### src/rtl/pcm_rx_pkg.sv
package pcm_rx_pkg;
  localparam int unsigned BYTE_BITS = 8;
  localparam int unsigned WORD_BITS = 16;
  localparam int unsigned BYTE_SH   = $clog2(BYTE_BITS);

  typedef enum logic {
    CODE_COMP = 1'b0,
    CODE_LIN  = 1'b1
  } code_mode_e;
endpackage

### src/rtl/pclk_edge.sv
module pclk_edge (
  input  logic clk_i,
  input  logic rst_ni,
  input  logic pclk_i,
  input  logic fs_i,
  output logic tick_o,
  output logic frame_start_o
);
  logic pclk_q, fs_prev_q;

  always_ff @(posedge clk_i or negedge rst_ni) begin
    if (!rst_ni) begin
      pclk_q    <= 1'b0;
      fs_prev_q <= 1'b0;
    end else begin
      pclk_q <= pclk_i;
      if (tick_o) fs_prev_q <= fs_i;
    end
  end

  assign tick_o        = pclk_q & ~pclk_i;
  assign frame_start_o = tick_o & fs_i & ~fs_prev_q;

  p_tick_spaced_r1: assert property (@(posedge clk_i) disable iff (!rst_ni)
    tick_o |=> !tick_o);
endmodule

### src/rtl/bit_timer.sv
module bit_timer #(
  parameter int unsigned IDX_W = 12
) (
  input  logic             clk_i,
  input  logic             rst_ni,
  input  logic             tick_i,
  input  logic             frame_start_i,
  output logic [IDX_W-1:0] cur_idx_o,
  output logic             active_o
);
  localparam logic [IDX_W-1:0] IDX_MAX = '1;

  logic [IDX_W-1:0] idx_q;
  logic             in_frame_q;

  always_comb begin
    if (frame_start_i)         cur_idx_o = '0;
    else if (idx_q == IDX_MAX) cur_idx_o = IDX_MAX;
    else                       cur_idx_o = idx_q + 1'b1;
  end

  assign active_o = frame_start_i | in_frame_q;

  always_ff @(posedge clk_i or negedge rst_ni) begin
    if (!rst_ni) begin
      idx_q      <= '0;
      in_frame_q <= 1'b0;
    end else if (tick_i && active_o) begin
      idx_q      <= cur_idx_o;
      in_frame_q <= 1'b1;
    end
  end

  p_idx_zero_r1: assert property (@(posedge clk_i) disable iff (!rst_ni)
    frame_start_i |=> (idx_q == '0));
  p_idx_step_r1: assert property (@(posedge clk_i) disable iff (!rst_ni)
    (tick_i && !frame_start_i && in_frame_q && idx_q != IDX_MAX)
      |=> (idx_q == $past(idx_q) + 1'b1));
endmodule

### src/rtl/slot_capture.sv
module slot_capture
  import pcm_rx_pkg::*;
#(
  parameter int unsigned SLOT_W = 7,
  parameter int unsigned OFFS_W = 3,
  parameter int unsigned IDX_W  = 12
) (
  input  logic                 clk_i,
  input  logic                 rst_ni,
  input  logic                 tick_i,
  input  logic                 frame_start_i,
  input  logic                 active_i,
  input  logic [IDX_W-1:0]     cur_idx_i,
  input  logic                 ser_a_i,
  input  logic                 ser_b_i,
  input  logic [SLOT_W-1:0]    slot_i,
  input  logic [OFFS_W-1:0]    offs_i,
  input  logic                 psel_i,
  input  logic                 linear_i,
  output logic [WORD_BITS-1:0] word_o,
  output logic                 valid_o,
  output logic                 bypass_o
);
  logic [SLOT_W-1:0] slot_q, slot_e;
  logic [OFFS_W-1:0] offs_q, offs_e;
  logic              psel_q, psel_e;
  code_mode_e        mode_q, mode_e;

  logic [IDX_W-1:0]     start_idx, last_idx;
  logic                 in_win, bit_sel;
  logic [WORD_BITS-2:0] sr_q;

  // Configuration seen at the frame-start edge applies immediately.
  always_comb begin
    if (frame_start_i) begin
      slot_e = slot_i;
      offs_e = offs_i;
      psel_e = psel_i;
      mode_e = code_mode_e'(linear_i);
    end else begin
      slot_e = slot_q;
      offs_e = offs_q;
      psel_e = psel_q;
      mode_e = mode_q;
    end
  end

  always_comb begin
    start_idx = (IDX_W'(slot_e) << BYTE_SH) + IDX_W'(offs_e);
    last_idx  = start_idx + ((mode_e == CODE_LIN) ? IDX_W'(WORD_BITS - 1)
                                                  : IDX_W'(BYTE_BITS - 1));
    in_win    = active_i && (cur_idx_i >= start_idx) && (cur_idx_i <= last_idx);
    bit_sel   = psel_e ? ser_b_i : ser_a_i;
  end

  always_ff @(posedge clk_i or negedge rst_ni) begin
    if (!rst_ni) begin
      slot_q <= '0;
      offs_q <= '0;
      psel_q <= 1'b0;
      mode_q <= CODE_COMP;
    end else if (frame_start_i) begin
      slot_q <= slot_i;
      offs_q <= offs_i;
      psel_q <= psel_i;
      mode_q <= code_mode_e'(linear_i);
    end
  end

  always_ff @(posedge clk_i or negedge rst_ni) begin
    if (!rst_ni) begin
      sr_q    <= '0;
      word_o  <= '0;
      valid_o <= 1'b0;
    end else begin
      valid_o <= 1'b0;
      if (tick_i && in_win) begin
        sr_q <= {sr_q[WORD_BITS-3:0], bit_sel};
        if (cur_idx_i == last_idx) begin
          valid_o <= 1'b1;
          if (mode_e == CODE_LIN)
            word_o <= {sr_q, bit_sel};
          else
            word_o <= {{(WORD_BITS-BYTE_BITS){1'b0}}, sr_q[BYTE_BITS-2:0], bit_sel};
        end
      end
    end
  end

  assign bypass_o = (mode_q == CODE_LIN);

  p_valid_pulse_r6: assert property (@(posedge clk_i) disable iff (!rst_ni)
    valid_o |=> !valid_o);
  p_valid_after_tick_r6: assert property (@(posedge clk_i) disable iff (!rst_ni)
    valid_o |-> $past(tick_i));
  p_word_hold_r6: assert property (@(posedge clk_i) disable iff (!rst_ni)
    !$stable(word_o) |-> valid_o);
  p_comp_upper_zero_r2: assert property (@(posedge clk_i) disable iff (!rst_ni)
    (valid_o && !bypass_o) |-> (word_o[WORD_BITS-1:BYTE_BITS] == '0));
endmodule

### src/rtl/pcm_rx_slot.sv
module pcm_rx_slot
  import pcm_rx_pkg::*;
#(
  parameter int unsigned SLOT_W = 7,
  parameter int unsigned OFFS_W = 3
) (
  input  logic                 clk_i,
  input  logic                 rst_ni,
  input  logic                 pclk_i,
  input  logic                 fs_i,
  input  logic                 ser_a_i,
  input  logic                 ser_b_i,
  input  logic [SLOT_W-1:0]    slot_i,
  input  logic [OFFS_W-1:0]    bit_offset_i,
  input  logic                 port_b_sel_i,
  input  logic                 linear_i,
  output logic [WORD_BITS-1:0] word_o,
  output logic                 word_valid_o,
  output logic                 bypass_exp_o
);
  localparam int unsigned IDX_W = SLOT_W + OFFS_W + 2;

  logic             tick, frame_start, active;
  logic [IDX_W-1:0] cur_idx;

  pclk_edge u_edge (
    .clk_i         (clk_i),
    .rst_ni        (rst_ni),
    .pclk_i        (pclk_i),
    .fs_i          (fs_i),
    .tick_o        (tick),
    .frame_start_o (frame_start)
  );

  bit_timer #(.IDX_W(IDX_W)) u_timer (
    .clk_i         (clk_i),
    .rst_ni        (rst_ni),
    .tick_i        (tick),
    .frame_start_i (frame_start),
    .cur_idx_o     (cur_idx),
    .active_o      (active)
  );

  slot_capture #(.SLOT_W(SLOT_W), .OFFS_W(OFFS_W), .IDX_W(IDX_W)) u_cap (
    .clk_i         (clk_i),
    .rst_ni        (rst_ni),
    .tick_i        (tick),
    .frame_start_i (frame_start),
    .active_i      (active),
    .cur_idx_i     (cur_idx),
    .ser_a_i       (ser_a_i),
    .ser_b_i       (ser_b_i),
    .slot_i        (slot_i),
    .offs_i        (bit_offset_i),
    .psel_i        (port_b_sel_i),
    .linear_i      (linear_i),
    .word_o        (word_o),
    .valid_o       (word_valid_o),
    .bypass_o      (bypass_exp_o)
  );

  p_no_strobe_idle_r9: assert property (@(posedge clk_i) disable iff (!rst_ni)
    word_valid_o |-> $past(active));
endmodule

### config.mk
export PLATFORM = sky130hd
export DESIGN_NAME = pcm_rx_slot
export DESIGN_NICKNAME = d
export VERILOG_FILES = /design/src/rtl/pcm_rx_pkg.sv /design/src/rtl/pclk_edge.sv /design/src/rtl/bit_timer.sv /design/src/rtl/slot_capture.sv /design/src/rtl/pcm_rx_slot.sv
export SDC_FILE = /design/constraint.sdc
export NUM_CORES = 1
export LEC_CHECK = 0
export BUFFER_PORTS_ARGS = -buffer_cell sky130_fd_sc_hd__buf_2
export CORE_MARGIN = 4
export CORE_UTILIZATION = 63
export DETAILED_ROUTE_END_ITERATION = 7
export PLACE_DENSITY = 0.85
export SYNTH_ARGS = -nofsm -noshare
export SYNTH_HDL_FRONTEND = slang
export SYNTH_SLANG_ARGS = --single-unit
### constraint.sdc
create_clock -name clk_i -period 11.9 [get_ports clk_i]
set_input_delay 2.38 -clock clk_i [delete_from_list [all_inputs] [get_ports clk_i]]
set_output_delay 2.38 -clock clk_i [all_outputs]
set_load 0.02 [all_outputs]
Yosys cells after proc, flatten, opt, wreduce, memory -nomap -nowiden

Index checks and enable logic that the tools add are counted.

Register bits after elaboration: 59
Bits of input ports: 18
Output and inout port bits: 18
Logic and storage cells: 40

Add/subtract/negate cells: 3
Magnitude comparators: 2
Equal/unequal tests: 2
Multiplexer cells: 11
Bitwise gates (word level): 6
Reduce and logical (&&, ||, !) cells: 5

Operators by type and width:

| cell                    | number |
|---|---|
| $mux W12                | 2 |
| $mux W16                | 1 |
| $add A12 B1 Y12 const B | 1 |
| $add A12 B12 Y12        | 1 |
| $eq A12 B12 Y1          | 1 |
| $eq A12 B12 Y1 const B  | 1 |
| $ge A12 B12 Y1          | 1 |
| $le A12 B12 Y1          | 1 |
| $add A10 B3 Y11         | 1 |
| $mux W7                 | 1 |
| $mux W1                 | 5 |
| $logic_and A1 B1 Y1     | 4 |
| $mux W4                 | 1 |
| $and A1 B1 Y1           | 3 |
| $mux W3                 | 1 |
| $not A1 Y1              | 2 |
| $reduce_and A2 Y1       | 1 |
| $or A1 B1 Y1            | 1 |

Longest topological paths before layout

Depth in word-level cells: 11
Gate-level depth with buffers: 19
Gate-level depth less buffers: 15

By module

Synthesis repeated with hierarchy kept, for this count alone.

Cell total of the unflattened synthesis: 303
Area total of the unflattened synthesis: 3345.7 um^2

By module, submodules not included:

| module       | instances | cells each | area an instance (um^2) | seq. area each (um^2) |
|---|---|---|---|---|
| slot_capture | 1         | 201        | 2382.3                  | 1101.1 |
| bit_timer    | 1         | 97         | 874.6                   | 325.3 |
| pclk_edge    | 1         | 5          | 88.8                    | 50.0 |

Worst setup path before layout

Ideal clock, no wire load.

Path type: input port to flip-flop
From: input port pclk_i
To: register u_cap.sr_q[10]
Library setup time: 125 ps
Arrival time: 5822 ps
Data required time: 11775 ps
Slack: 5953 ps
Stages: 19
Path buffers: 4
Cells stage by stage: and4bb_2 > buf_2 > buf_2 > clkbuf_1 > nand2_1 > and2_1 > ha_1 > nand2_1 > maj3_1 > nand2_1 > xnor2_1 > ha_1 > nand4_1 > or2_2 > a21oi_1 > nor3_1 > o21ai_4 > buf_12 > mux2_4

Longest elaborated chain between the ends: 10
Elaborated cells between the ends (all ways): 17
Those cells by class: add/sub: 2; order compare: 2; mux: 5; bitwise: 5; reduce/logical: 3

RTL lines:

| what                                                  | line                                   | RTL |
|---|---|---|
| from (decl)                                           | pcm_rx_slot.sv:9                       | `input logic pclk_i,` |
| $not A1 Y1 (*)                                        | pclk_edge.sv:21                        | `assign tick_o = pclk_q & ~pclk_i;` |
| $and A1 B1 Y1 (*)                                     | pclk_edge.sv:21                        |  |
| $and A1 B1 Y1 (2 in series)                           | pclk_edge.sv:22                        | `assign frame_start_o = tick_o & fs_i & ~fs_prev_q;` |
| $mux W3, or another cell as far along                 | --                                     |  |
| $add A10 B3 Y11 or $mux W4 (tied branches)            | slot_capture.sv:49, slot_capture.sv:50 |  |
| $add A12 B12 Y12 or $ge A12 B12 Y1 (tied branches)    | slot_capture.sv:50, slot_capture.sv:52 |  |
| $le A12 B12 Y1 or $logic_and A1 B1 Y1 (tied branches) | slot_capture.sv:52                     | `in_win = active_i && (cur_idx_i >= start_idx) && (cur_idx_i <= last_idx);` |
| $logic_and A1 B1 Y1                                   | slot_capture.sv:52                     |  |
| $logic_and A1 B1 Y1 (*)                               | slot_capture.sv:77                     | `if (tick_i && in_win) begin` |
| to (signal assigned)                                  | slot_capture.sv:78                     | `sr_q <= {sr_q[WORD_BITS-3:0], bit_sel};` |
| to (decl)                                             | slot_capture.sv:31                     | `logic [WORD_BITS-2:0] sr_q;` |

Every way passes the cells marked *; elsewhere a longest branch is shown, timed or not.
A chain may end at the register's enable or synchronous reset.

Final worst setup path

From: input port pclk_i
To: register u_cap.sr_q[3]

Same word-level chain as after synthesis.

==> results.yml <==
grt:
  grt_pass1_wl_mm: 11.6
  grt_overflow: 0
  grt_use_total_pct: 23.4
  grt_max_degree: 60
  grt_pass1_vias: 2535
  antenna_found_initial: 0
logic_synthesis:
  syn_avg_cell_area_sq_um: 10.9
  synth_area_leaders: "dfrtp_1 44%, ha_1 8.6%, mux2_2 6.4%"
  synth.distinct_cells: 55
  synthCells: 306
  synth_top_area_share_pct: 44.1
  synth_edf_count: 0
  async_flop_share_pct: 100
  ys.flop_type: "dfrtp_1"
  ys_seq_area_share_pct: 44.1
  synth_warnings: 0
  synth_area_leader_cell: "dfrtp_1"
  yosys_register_bits: 59
  synth_fp_nets: 347
  synth_area_sq_um: 3340
finish:
  layout_commonest_cell: "dfrtp_1"
  fin_nets: 383
  layout_common_cells: "59 x dfrtp_1, 40 x nand2_1, 35 x buf_2"
  num_antenna_cells: 0
  area_growth_pct: 10.7
  finalNonFillerCells: 417
  layout-drive-gt1-share_pct: 27.1
clocking:
  root_buffer: "clkbuf_8"
  h-tree-depth: 3
  post_cts_buffers: 0
  clock_latency_ns: 0.34
  clk_pin_slew_ns: 0.07
  cts_sinks: 59
  cts_made_buffers: 9
  cts_tree: "done"
  cts_buffer_depth: 2
  cts.repair.resized: 0
  cts_hold_buf: 0
worst_setup_path:
  start_kind: "input port"
  cp_common_cell: "nor3_1"
  r2r-start: "u_edge.fs_prev_q"
  critPathArrivalTime_ns: 6.29
  setup.worst_path.class: "input port to flip-flop"
  crit_fanout: 26
  reg2reg_to: "u_cap.sr_q[3]"
  r2r_slack_ns: 7.59
  required_ns: 12.12
  max_stage_delay_ns: 0.72
  worst_setup_path_end_kind: "flip-flop"
  slowest_stage: "and4bb_2"
  worstRegToRegCells: 13
  critical_path.cell_chain: "buf_2, and4bb_2, nor3_1, o21a_1, maj3_1, nor4_1, xnor2_1, ha_1, nand4_1, or2_2, a21oi_1, nor3_1, o21ai_4, mux2_2"
sta:
  rsz0062_at_grt: "no"
  fin_crit_ns: 6.07
  slew-limit-headroom_pct: 47.5
  setup_tns_ns: 0
  slew_violations: 0
  max_freq_mhz: 165
  tightest_slew_ns: 0.786
  fin_skew_ns: 0.00552
  setup_viol: 0
  period_share_pct: 51.0
  hold_violations: 0
min_path:
  hp-start: "u_cap.word_o[12]"
  hold_class: "flip-flop to flip-flop"
  min_path_cells: 2
  holdPathEnd: "u_cap.word_o[12]"
placed_design:
  dpl.hpwl_mm: 4.92
  dp.cells: 401
  portBuffers: 35
  gp_congestion: 0.853
die:
  rows: 26
  die_y_um: 80.9
  start_util_pct: 65.1
  core_sq_um: 5140
  die_w_um: 80.9
  io_pins: 36
  die_area_sq_um: 6540
power:
  leakage_nw: 1.85
  max-vdd-ir-drop_mv: 0.106
  power_density_nw_per_um2: 152
status:
  status: "finished clean"
route:
  final_antenna_net_count: 0
  drt_iter0_markers: 147
  num_vias: 2412
  wl_mm: 6.76
  dr.pass1.iters: 4
  vias_per_cell: 5.78
  drcViolationCount: 0
  routedWlPerCell_um: 16.2
job:
  maxCapViolations: 0
[synth_stat cells (all sizes together) (2+ instances only)]
library cell	n
or4	2
xor2	2
nand3	9
a21oi	13
nand4	5
maj3	2
o31ai	3
o22a	2
buf	6
inv	17
nor3	6
mux2i	11
a31oi	3
ha	23
and2	4
xnor2	12
mux2	28
nor2	11
a21o	4
nor2b	2
o21ai	13
nand2	40
nand2b	2
and3	4
o211ai	3
clkbuf	5
dfrtp	59
[layout make-up]
type,instances,area [sq um]
Multi-Input combinational cell,219,1720
Fill cell,393,1440
Clock inverter,6,42.5
Timing Repair Buffer,36,183
Sequential cell,59,1480
Inverter,17,63.8
Clock buffer,10,128
Tap cell,70,87.6
[cells by family after synthesis]
group	count (synthesis)	share of synthesized area [%]
flops	59	44.1
simple gates	91	14.1
compound gates	50	10.8
xor+xnor	14	3.67
buf+inv	28	4.34
fa+ha+maj	25	9.20
mux	39	13.7
[power breakdown]
group          total, mW  internal [mW]  leakage [nW]  switching (mW)
logic              0.167         0.0710         0.982          0.0965
clock network      0.157         0.0753        0.0822          0.0814
registers          0.237          0.221         0.782          0.0157
[metrics by stage]
| stage | cell area [sq um] | hold slack [ns] | utilization [%] | setup WS, ns | power [mW] |
|---|---|---|---|---|---|
| after CTS | 3700 | 0.490 | 72.1 | 5.85 | 0.565 |
| after floorplan | 3340 | 0.455 | - | 5.95 | 0.359 |
| after global routing | 3700 | 0.520 | 72.1 | 5.60 | 0.595 |
| final | 3700 | 0.484 | 72.1 | 5.83 | 0.561 |
| after global placement | 3530 | 0.464 | 68.7 | 5.61 | 0.391 |
| after detailed placement | 3530 | 0.471 | 68.7 | 5.51 | 0.406 |
[sequential cells by signal, indices dropped and copies added, names as in the netlist]
name                flops
u_edge.pclk_q           1
u_cap.slot_q            7
u_timer.idx_q          12
u_cap.bypass_o          1
u_cap.psel_q            1
u_cap.valid_o           1
u_cap.sr_q             15
u_edge.fs_prev_q        1
u_timer.in_frame_q      1
u_cap.offs_q            3
u_cap.word_o           16
[worst max path at each step]
stage / depth (start not counted) / endpoint / slack (ns) / start
after floorplan: 19 / u_cap.sr_q[10] / 5.95 / pclk_i
after global placement: 15 / u_cap.sr_q[2] / 5.61 / pclk_i
after detailed placement: 14 / u_cap.sr_q[3] / 5.51 / pclk_i
after CTS: 14 / u_cap.sr_q[3] / 5.85 / pclk_i
after global routing: 15 / u_cap.sr_q[4] / 5.60 / pclk_i
final: 14 / u_cap.sr_q[3] / 5.83 / pclk_i
[per-layer routing]
metal	share of wire (%)	global-route usage, %	up-vias
li1	-	-	1151
met5	0	0	-
met4	2.1	11.8	0
met2	50	39.4	70
met3	5.5	5.10	14
met1	43	28.3	1177
[worst max-delay path: cells and delay by family]
| family | cells | cell delay [ns] |
|---|---|---|
| buffers and inverters | 1 | 0.12 |
| adders and majority gates | 2 | 0.70 |
| and+or+nand+nor | 6 | 1.65 |
| AOI/OAI and AO/OA | 3 | 0.89 |
| xor gates and xnor gates | 1 | 0.12 |
| muxes | 1 | 0.41 |
(Power assumes the default switching activity.)
